[src/rtl/i2s_tmg_pkg.sv]
package i2s_tmg_pkg;

  typedef enum logic [1:0] {
    FMT_STD   = 2'd0,
    FMT_LEFT  = 2'd1,
    FMT_TDM   = 2'd2,
    FMT_TDMLJ = 2'd3
  } fmt_e;

  // slot length in bits for a data-length code
  function automatic logic [5:0] slot_len(input logic [2:0] code, input logic short24);
    case (code)
      3'd0:             slot_len = 6'd32;
      3'd1, 3'd2, 3'd3: slot_len = short24 ? 6'd24 : 6'd32;
      3'd4, 3'd5:       slot_len = 6'd16;
      default:          slot_len = 6'd8;
    endcase
  endfunction

endpackage

[src/rtl/i2s_tmg_clkdiv.sv]
module i2s_tmg_clkdiv #(
  parameter int DIV_W = 6
) (
  input  logic             clk,
  input  logic             rst,
  input  logic             go,
  input  logic [DIV_W-1:0] div,
  output logic             bclk_q,
  output logic             adv
);

  logic [DIV_W-1:0] cnt;
  logic             bypass;
  logic             wrap;

  assign bypass = (div == '0);
  assign wrap   = (cnt == div - 1'b1);
  assign adv    = go && (bypass || (wrap && bclk_q));

  always_ff @(posedge clk) begin
    if (rst || !go) begin
      cnt    <= '0;
      bclk_q <= 1'b0;
    end else if (!bypass) begin
      if (wrap) begin
        cnt    <= '0;
        bclk_q <= ~bclk_q;
      end else begin
        cnt <= cnt + 1'b1;
      end
    end
  end

  a_r1_cnt_bound: assert property (@(posedge clk) disable iff (rst)
    (go && !bypass) |-> (cnt < div));

  a_r2_bypass_flat: assert property (@(posedge clk) disable iff (rst)
    bypass |-> !bclk_q);

endmodule

[src/rtl/i2s_tmg_framer.sv]
module i2s_tmg_framer import i2s_tmg_pkg::*; #(
  parameter int NCH_W = 3,
  parameter int BIT_W = 5
) (
  input  logic             clk,
  input  logic             rst,
  input  logic             go,
  input  logic             start,
  input  logic             adv,
  input  logic [1:0]       fmt,
  input  logic             slot24,
  input  logic [1:0]       sync,
  input  logic [NCH_W-1:0] nch,
  input  logic [2:0]       dlen,
  output logic             ws_q,
  output logic             msb_q,
  output logic             stb_q,
  output logic [NCH_W-1:0] slot_q,
  output logic [BIT_W-1:0] bit_q
);

  localparam int POS_W = BIT_W + NCH_W;

  fmt_e             fmt_t;
  logic [5:0]       len;
  logic [NCH_W:0]   nslots;
  logic [NCH_W:0]   half;
  logic [BIT_W-1:0] last_bit;
  logic [NCH_W-1:0] last_slot;
  logic             dly;
  logic [BIT_W-1:0] p_bit, r_bit;
  logic [NCH_W-1:0] p_slot, r_slot;
  logic             ws_d;

  function automatic logic [POS_W-1:0] step(input logic [BIT_W-1:0] b, input logic [NCH_W-1:0] s,
                                            input logic [BIT_W-1:0] lb, input logic [NCH_W-1:0] ls);
    logic [BIT_W-1:0] nb;
    logic [NCH_W-1:0] ns;
    if (b == lb) begin
      nb = '0;
      ns = (s == ls) ? '0 : s + 1'b1;
    end else begin
      nb = b + 1'b1;
      ns = s;
    end
    return {nb, ns};
  endfunction

  assign fmt_t     = fmt_e'(fmt);
  assign len       = slot_len(dlen, slot24);
  assign nslots    = fmt[1] ? ({1'b0, nch} + 1'b1) : (NCH_W+1)'(2);
  assign half      = ((nslots >> 1) == '0) ? (NCH_W+1)'(1) : (nslots >> 1);
  assign last_bit  = BIT_W'(len - 6'd1);
  assign last_slot = NCH_W'(nslots - 1'b1);
  assign dly       = !fmt[0];

  always_comb begin
    if (start) begin
      p_bit  = dly ? last_bit  : '0;
      p_slot = dly ? last_slot : '0;
    end else begin
      {p_bit, p_slot} = step(bit_q, slot_q, last_bit, last_slot);
    end
    if (dly) {r_bit, r_slot} = step(p_bit, p_slot, last_bit, last_slot);
    else     {r_bit, r_slot} = {p_bit, p_slot};
    case (fmt_t)
      FMT_STD:  ws_d = (r_slot == NCH_W'(1));
      FMT_LEFT: ws_d = (r_slot == '0);
      default: begin
        case (sync)
          2'd1:    ws_d = ({1'b0, r_slot} < half);
          2'd2:    ws_d = (r_slot == '0) && (r_bit == '0);
          default: ws_d = (r_slot == '0);
        endcase
      end
    endcase
  end

  always_ff @(posedge clk) begin
    stb_q <= 1'b0;
    if (rst) begin
      ws_q   <= 1'b0;
      msb_q  <= 1'b0;
      slot_q <= '0;
      bit_q  <= '0;
    end else if (start || adv) begin
      ws_q   <= ws_d;
      msb_q  <= (p_bit == '0);
      stb_q  <= (p_bit == '0);
      slot_q <= p_slot;
      bit_q  <= p_bit;
    end else if (!go) begin
      ws_q   <= 1'b0;
      msb_q  <= 1'b0;
      slot_q <= '0;
      bit_q  <= '0;
    end
  end

  a_r8_stb_is_msb: assert property (@(posedge clk) disable iff (rst)
    stb_q |-> msb_q);

  a_r3_bit_bound: assert property (@(posedge clk) disable iff (rst)
    go |-> ({1'b0, bit_q} < len));

  a_r6_slot_bound: assert property (@(posedge clk) disable iff (rst)
    go |-> ({1'b0, slot_q} < nslots));

endmodule

[src/rtl/i2s_host_timing.sv]
module i2s_host_timing #(
  parameter int DIV_W = 6,
  parameter int NCH_W = 3,
  parameter int BIT_W = 5
) (
  input  logic             clk,
  input  logic             rst,
  input  logic             en,
  input  logic [1:0]       fmt_i,
  input  logic             slot24_i,
  input  logic [1:0]       sync_i,
  input  logic [NCH_W-1:0] nch_i,
  input  logic [2:0]       dlen_i,
  input  logic [DIV_W-1:0] div_i,
  output logic             bclk_o,
  output logic             ws_o,
  output logic             msb_o,
  output logic             slot_stb_o,
  output logic [NCH_W-1:0] slot_idx_o,
  output logic [BIT_W-1:0] bit_idx_o
);

  logic [1:0]       fmt_q;
  logic             slot24_q;
  logic [1:0]       sync_q;
  logic [NCH_W-1:0] nch_q;
  logic [2:0]       dlen_q;
  logic [DIV_W-1:0] div_q;
  logic             run_q;
  logic             go, start, adv, bclk_q;

  always_ff @(posedge clk) begin
    if (rst) begin
      fmt_q    <= '0;
      slot24_q <= 1'b0;
      sync_q   <= '0;
      nch_q    <= '0;
      dlen_q   <= '0;
      div_q    <= '0;
      run_q    <= 1'b0;
    end else begin
      run_q <= en;
      if (!en) begin
        fmt_q    <= fmt_i;
        slot24_q <= slot24_i;
        sync_q   <= sync_i;
        nch_q    <= nch_i;
        dlen_q   <= dlen_i;
        div_q    <= div_i;
      end
    end
  end

  assign go    = en && run_q;
  assign start = en && !run_q;

  i2s_tmg_clkdiv #(.DIV_W(DIV_W)) u_div (
    .clk(clk), .rst(rst), .go(go), .div(div_q), .bclk_q(bclk_q), .adv(adv)
  );

  i2s_tmg_framer #(.NCH_W(NCH_W), .BIT_W(BIT_W)) u_frm (
    .clk(clk), .rst(rst), .go(go), .start(start), .adv(adv),
    .fmt(fmt_q), .slot24(slot24_q), .sync(sync_q), .nch(nch_q), .dlen(dlen_q),
    .ws_q(ws_o), .msb_q(msb_o), .stb_q(slot_stb_o), .slot_q(slot_idx_o), .bit_q(bit_idx_o)
  );

  // bypass: outputs move on the rising source edge, which is the falling bit-clock edge
  assign bclk_o = (div_q == '0) ? (run_q & ~clk) : bclk_q;

  a_r9_idle: assert property (@(posedge clk) disable iff (rst)
    !en |=> (!ws_o && !slot_stb_o && !msb_o && !bclk_q));

  a_r8_stb_on_fall: assert property (@(posedge clk) disable iff (rst)
    (slot_stb_o && div_q != '0) |-> !bclk_q);

  a_r10_cfg_hold: assert property (@(posedge clk) disable iff (rst)
    (en && run_q) |=> $stable({fmt_q, slot24_q, sync_q, nch_q, dlen_q, div_q}));

endmodule

[config.mk]
export PLATFORM = sky130hd
export DESIGN_NAME = i2s_host_timing
export DESIGN_NICKNAME = d
export VERILOG_FILES = /design/src/rtl/i2s_tmg_pkg.sv /design/src/rtl/i2s_tmg_clkdiv.sv /design/src/rtl/i2s_tmg_framer.sv /design/src/rtl/i2s_host_timing.sv
export SDC_FILE = /design/constraint.sdc
export NUM_CORES = 1
export LEC_CHECK = 0
export ABC_AREA = 0
export BUFFER_PORTS_ARGS = -buffer_cell sky130_fd_sc_hd__buf_2
export CAP_MARGIN = 20
export CORE_ASPECT_RATIO = 0.8
export CORE_MARGIN = 2
export CORE_UTILIZATION = 25
export DETAILED_ROUTE_END_ITERATION = 10
export PLACE_DENSITY = 0.39
export SLEW_MARGIN = 20
export SYNTH_ARGS = -nofsm -noshare
export SYNTH_HDL_FRONTEND = slang
export SYNTH_SLANG_ARGS = --single-unit
[constraint.sdc]
create_clock -name clk -period 4.4 [get_ports clk]
set_input_delay 0.44 -clock clk [delete_from_list [all_inputs] [get_ports clk]]
set_output_delay 0.44 -clock clk [all_outputs]
set_load 0.02 [all_outputs]
==> results_tabular.tex <==
\begin{tabular}{lr}
\hline
Metric & Value \\
\hline
\multicolumn{2}{l}{\textbf{Status}} \\
Outcome & finished clean \\
\multicolumn{2}{l}{\textbf{Detailed routing}} \\
Count of vias placed by the detailed router & 2,389 \\
Number of vias per cell after detailed routing & 4.92 \\
DR DRC count & 0 \\
Number of search-and-repair iterations in the first detailed-routing pass & 4 \\
Wire length per cell after detailed routing & 14.4 um \\
Total Wirelength & 7010 um \\
DRC marker count from the first detailed-route iteration & 104 \\
Post-route ant nets & 0 \\
\multicolumn{2}{l}{\textbf{Setup path}} \\
Required time at the worst-slack endpoint & 4660 ps \\
Crit. End Element & flop \\
Signal arrival time at the worst endpoint & 4330 ps \\
Worst-path fanout max & 4 \\
Critical Path Start Type & flop \\
Kind of critical path & reg -> reg \\
\multicolumn{2}{l}{\textbf{Synthesis}} \\
Dominant synthesized flop cell & sky130\_fd\_sc\_hd\_\_dfxtp\_1 \\
Summed instance area of the synthesized netlist & 2550 um2 \\
Leading cell types by total area after synthesis & sky130\_fd\_sc\_hd\_\_dfxtp\_1 (28\%), sky130\_fd\_sc\_hd\_\_mux2i\_1 (8.6\%), sky130\_fd\_sc\_hd\_\_nor2\_1 (7.1\%) \\
Synthesized netlist net count & 343 \\
Gate count after technology mapping & 310 \\
Biggest area consumer among synthesized cells & sky130\_fd\_sc\_hd\_\_dfxtp\_1 \\
Post-synthesis sequential element count & 36 \\
Yosys cell types & 61 \\
Fraction of post-synthesis cell area in the top cell type by area & 0.282 \\
Seq/Total Area, Yosys & 0.282 \\
Share of synthesized registers carrying an async set or reset & 0 \\
Count of flip-flops with a built-in enable after synthesis & 0 \\
Synth Area per Inst & 8.23 um2 \\
Syn. warnings & 0 \\
\multicolumn{2}{l}{\textbf{Floorplanning}} \\
Number of placed I/O pins & 32 \\
Die width & 117 um \\
Floorplan die area & 11,000 um2 \\
Number of rows created at floorplan & 32 \\
Die Height & 94.4 um \\
Core area & 9770 um2 \\
Initial cell density of the core & 0.261 \\
\multicolumn{2}{l}{\textbf{Layout}} \\
Share of cells above drive strength 1 & 0.217 \\
Number of diodes added for antenna fixing & 0 \\
Layout area overhead & 22.5\% \\
Final nets & 383 \\
Cell area after layout & 3130 um2 \\
\multicolumn{2}{l}{\textbf{Power and ir drop}} \\
Max VDD drop & 0.138 mV \\
Power per unit of standard cell area & 331 nW/um2 \\
Leak & 1.36 nW \\
\multicolumn{2}{l}{\textbf{Place}} \\
Routability congestion estimate & 0.788 \\
Number of buffer cells added on primary ports & 31 \\
DPL Wire Length & 5220 um \\
Total placed instance area & 2900 um2 \\
\multicolumn{2}{l}{\textbf{Clock tree}} \\
Insertion delay of the later-clocked pin in the worst-skew pair & 390 ps \\
Buffer count from post-CTS setup fixing & 0 \\
Register clock-pin slew on the reported worst setup and hold paths & 60 ps \\
TritonCTS clock tree & yes \\
\multicolumn{2}{l}{\textbf{Timing}} \\
Total negative setup slack & 0 ps \\
Time the worst path needs with I/O delays and setup & 4070 ps \\
Slew at the pin with the worst max-slew slack & 648 ps \\
Ratio of final minimum period to clock period & 0.926 \\
Timing-limited maximum frequency & 245 MHz \\
Hold Vio Cnt, Final & 0 \\
RSZ-0062 raised after global routing & no \\
Final worst clock skew & 4.57 ps \\
Slew Limit Fails & 0 \\
Headroom to the max-slew limit & 0.557 \\
Final-report setup violation count & 0 \\
\multicolumn{2}{l}{\textbf{Global routing}} \\
Pin count of the biggest net entering global routing & 28 \\
GR Overflow Total & 0 \\
GR Util met2 & 0.203 \\
Grt met1 use & 0.195 \\
Number of antenna violations at the first check in global routing & 0 \\
Fraction of met3 tracks used by global routing & 0.0347 \\
First-pass GRT wire length & 11,800 um \\
Vias in the first global route & 2,354 \\
Total GRT Usage & 0.139 \\
Most crowded layer after global routing & met2 \\
\multicolumn{2}{l}{\textbf{Min path}} \\
Class of the tightest hold or removal check & in -> reg \\
\multicolumn{2}{l}{\textbf{Run}} \\
Max Cap Viol & 0 \\
\hline
\end{tabular}
per-stage QoR:
stage          power (mW)  setup slack [ps]  cells   util  hold slack [ps]
2_1_floorplan       0.501               628    310      -              470
3_3_place_gp        0.561               318    476  0.297              468
3_5_place_dp        0.559               157    476  0.297              472
4_1_cts              1.05               134    486  0.319              272
5_1_grt              1.09              19.7    486  0.320              281
6_report             1.04               326    486  0.320              278
timing repair:
item / in CTS / in global routing
hold buffers: 0 / 0
endpoints found under the hold margin: 0 / 0
setup endpoints to repair: 0 / 1
gates resized for setup: 0 / 6
report_power, final:
part,leakage (nW),switching [mW],internal (mW)
Combinational,0.953,0.109,0.0819
Clock,0.113,0.161,0.326
Sequential,0.295,0.0176,0.340
flip-flops by register name (all words and copies together), names as in the netlist:
name          count
u_frm.stb_q       1
u_frm.msb_q       1
u_div.bclk_q      1
run_q             1
sync_q            2
u_div.cnt         6
div_q             6
fmt_q             2
u_frm.slot_q      3
dlen_q            3
u_frm.ws_q        1
u_frm.bit_q       5
slot24_q          1
nch_q             3
worst paths after layout:
check | slack, ps | end | startpoint | cells after the start
hold / removal | 280 | div_q[5]$_SDFFE_PP0N_ | div_i[5] | 3
setup / recovery | 330 | u_frm.ws_q$_SDFFE_PP0P_ | nch_q[0]$_SDFFE_PP0N_ | 21
hold reg to reg | 480 | u_frm.ws_q$_SDFFE_PP0P_ | u_frm.ws_q$_SDFFE_PP0P_ | 2
setup reg to reg | 330 | u_frm.ws_q$_SDFFE_PP0P_ | nch_q[0]$_SDFFE_PP0N_ | 21
critical path: stages (launching register included):
cell and delay, ps:
sky130_fd_sc_hd__dfxtp_2 340, sky130_fd_sc_hd__ha_1 300, sky130_fd_sc_hd__nor2_2 120, sky130_fd_sc_hd__ha_2 230, sky130_fd_sc_hd__xor2_1 190, sky130_fd_sc_hd__and3_1 170, sky130_fd_sc_hd__o211ai_1 130, sky130_fd_sc_hd__and3_1 230
sky130_fd_sc_hd__o21ai_2 180, sky130_fd_sc_hd__o21ai_0 160, sky130_fd_sc_hd__ha_1 230, sky130_fd_sc_hd__inv_1 80, sky130_fd_sc_hd__nor2_1 60, sky130_fd_sc_hd__xnor2_1 130, sky130_fd_sc_hd__nor2_1 100, sky130_fd_sc_hd__ha_1 160
sky130_fd_sc_hd__nor3b_1 60, sky130_fd_sc_hd__and3b_1 190, sky130_fd_sc_hd__a311o_1 350, sky130_fd_sc_hd__a221o_1 310, sky130_fd_sc_hd__o211ai_2 160, sky130_fd_sc_hd__a21oi_2 70
cells in the mapped netlist, types with 3 or more instances:
library cell / count
sky130_fd_sc_hd__nand2_1: 22
sky130_fd_sc_hd__inv_2: 3
sky130_fd_sc_hd__nor2b_1: 6
sky130_fd_sc_hd__ha_1: 13
sky130_fd_sc_hd__xnor2_1: 8
sky130_fd_sc_hd__o211ai_1: 4
sky130_fd_sc_hd__nand3_1: 12
sky130_fd_sc_hd__o21ai_0: 9
sky130_fd_sc_hd__inv_1: 10
sky130_fd_sc_hd__nand4_1: 5
sky130_fd_sc_hd__a31oi_1: 3
sky130_fd_sc_hd__nand2b_1: 7
sky130_fd_sc_hd__or3_1: 3
sky130_fd_sc_hd__a21oi_1: 6
sky130_fd_sc_hd__nor2_1: 48
sky130_fd_sc_hd__a22oi_1: 7
sky130_fd_sc_hd__and3_1: 5
sky130_fd_sc_hd__nor3_1: 5
sky130_fd_sc_hd__dfxtp_1: 36
sky130_fd_sc_hd__o211a_1: 3
sky130_fd_sc_hd__clkbuf_1: 7
sky130_fd_sc_hd__buf_2: 3
sky130_fd_sc_hd__xor2_1: 16
sky130_fd_sc_hd__a211oi_1: 3
sky130_fd_sc_hd__mux2i_1: 22
cell families (layout without fill, tap and decap cells):
family	Yosys count	count (layout)	synth area share
XOR/XNOR	24	24	0.0824
AND/OR/NAND/NOR	127	127	0.246
multiplexers	22	22	0.0863
buffers and inverters	28	68	0.0500
adder cells (fa/ha/maj)	13	13	0.0637
flip-flops	36	36	0.282
AO/OA/AOI/OAI	60	60	0.190
area by class of cell:
| class | count | area [um2] |
|---|---|---|
| inverter | 13 | 48.8 |
| tap | 136 | 170 |
| multi-input combinational | 246 | 1720 |
| fill | 1052 | 6640 |
| clock buffer | 10 | 209 |
| timing repair buffer | 44 | 255 |
| sequential | 36 | 723 |
| clock inverter | 1 | 5.00 |
layer usage:
metal | routed length, um | up-vias | part of all wire
li1 | - | 1198 | -
met3 | 386 | 11 | 0.055
met5 | 0 | - | 0
met1 | 3630 | 1119 | 0.52
met4 | 129 | 0 | 0.018
met2 | 2860 | 61 | 0.41
cell usage in the layout (no fill, tap or decap), types with 2 or more instances in the layout:
cell	n
sky130_fd_sc_hd__clkbuf_16	8
sky130_fd_sc_hd__a21oi_1	6
sky130_fd_sc_hd__nor2_2	2
sky130_fd_sc_hd__nor3_1	5
sky130_fd_sc_hd__a31o_2	2
sky130_fd_sc_hd__a31oi_1	3
sky130_fd_sc_hd__o211a_1	3
sky130_fd_sc_hd__nand2b_1	7
sky130_fd_sc_hd__buf_2	31
sky130_fd_sc_hd__xor2_1	16
sky130_fd_sc_hd__dfxtp_1	34
sky130_fd_sc_hd__o211ai_1	4
sky130_fd_sc_hd__a211oi_1	3
sky130_fd_sc_hd__or2b_1	2
sky130_fd_sc_hd__o21ai_0	9
sky130_fd_sc_hd__nand2_1	22
sky130_fd_sc_hd__nor2b_1	6
sky130_fd_sc_hd__inv_2	3
sky130_fd_sc_hd__and3_1	5
sky130_fd_sc_hd__inv_1	10
sky130_fd_sc_hd__nand4_1	5
sky130_fd_sc_hd__xnor2_1	8
sky130_fd_sc_hd__nor2_1	46
sky130_fd_sc_hd__a2111oi_0	2
sky130_fd_sc_hd__a21oi_2	2
sky130_fd_sc_hd__or3_1	3
sky130_fd_sc_hd__buf_4	14
sky130_fd_sc_hd__a22oi_1	7
sky130_fd_sc_hd__and2_1	2
sky130_fd_sc_hd__dfxtp_2	2
sky130_fd_sc_hd__ha_1	12
sky130_fd_sc_hd__mux2i_1	22
sky130_fd_sc_hd__nand3_1	12
sky130_fd_sc_hd__o311ai_1	2
(Power assumes the default switching activity.)
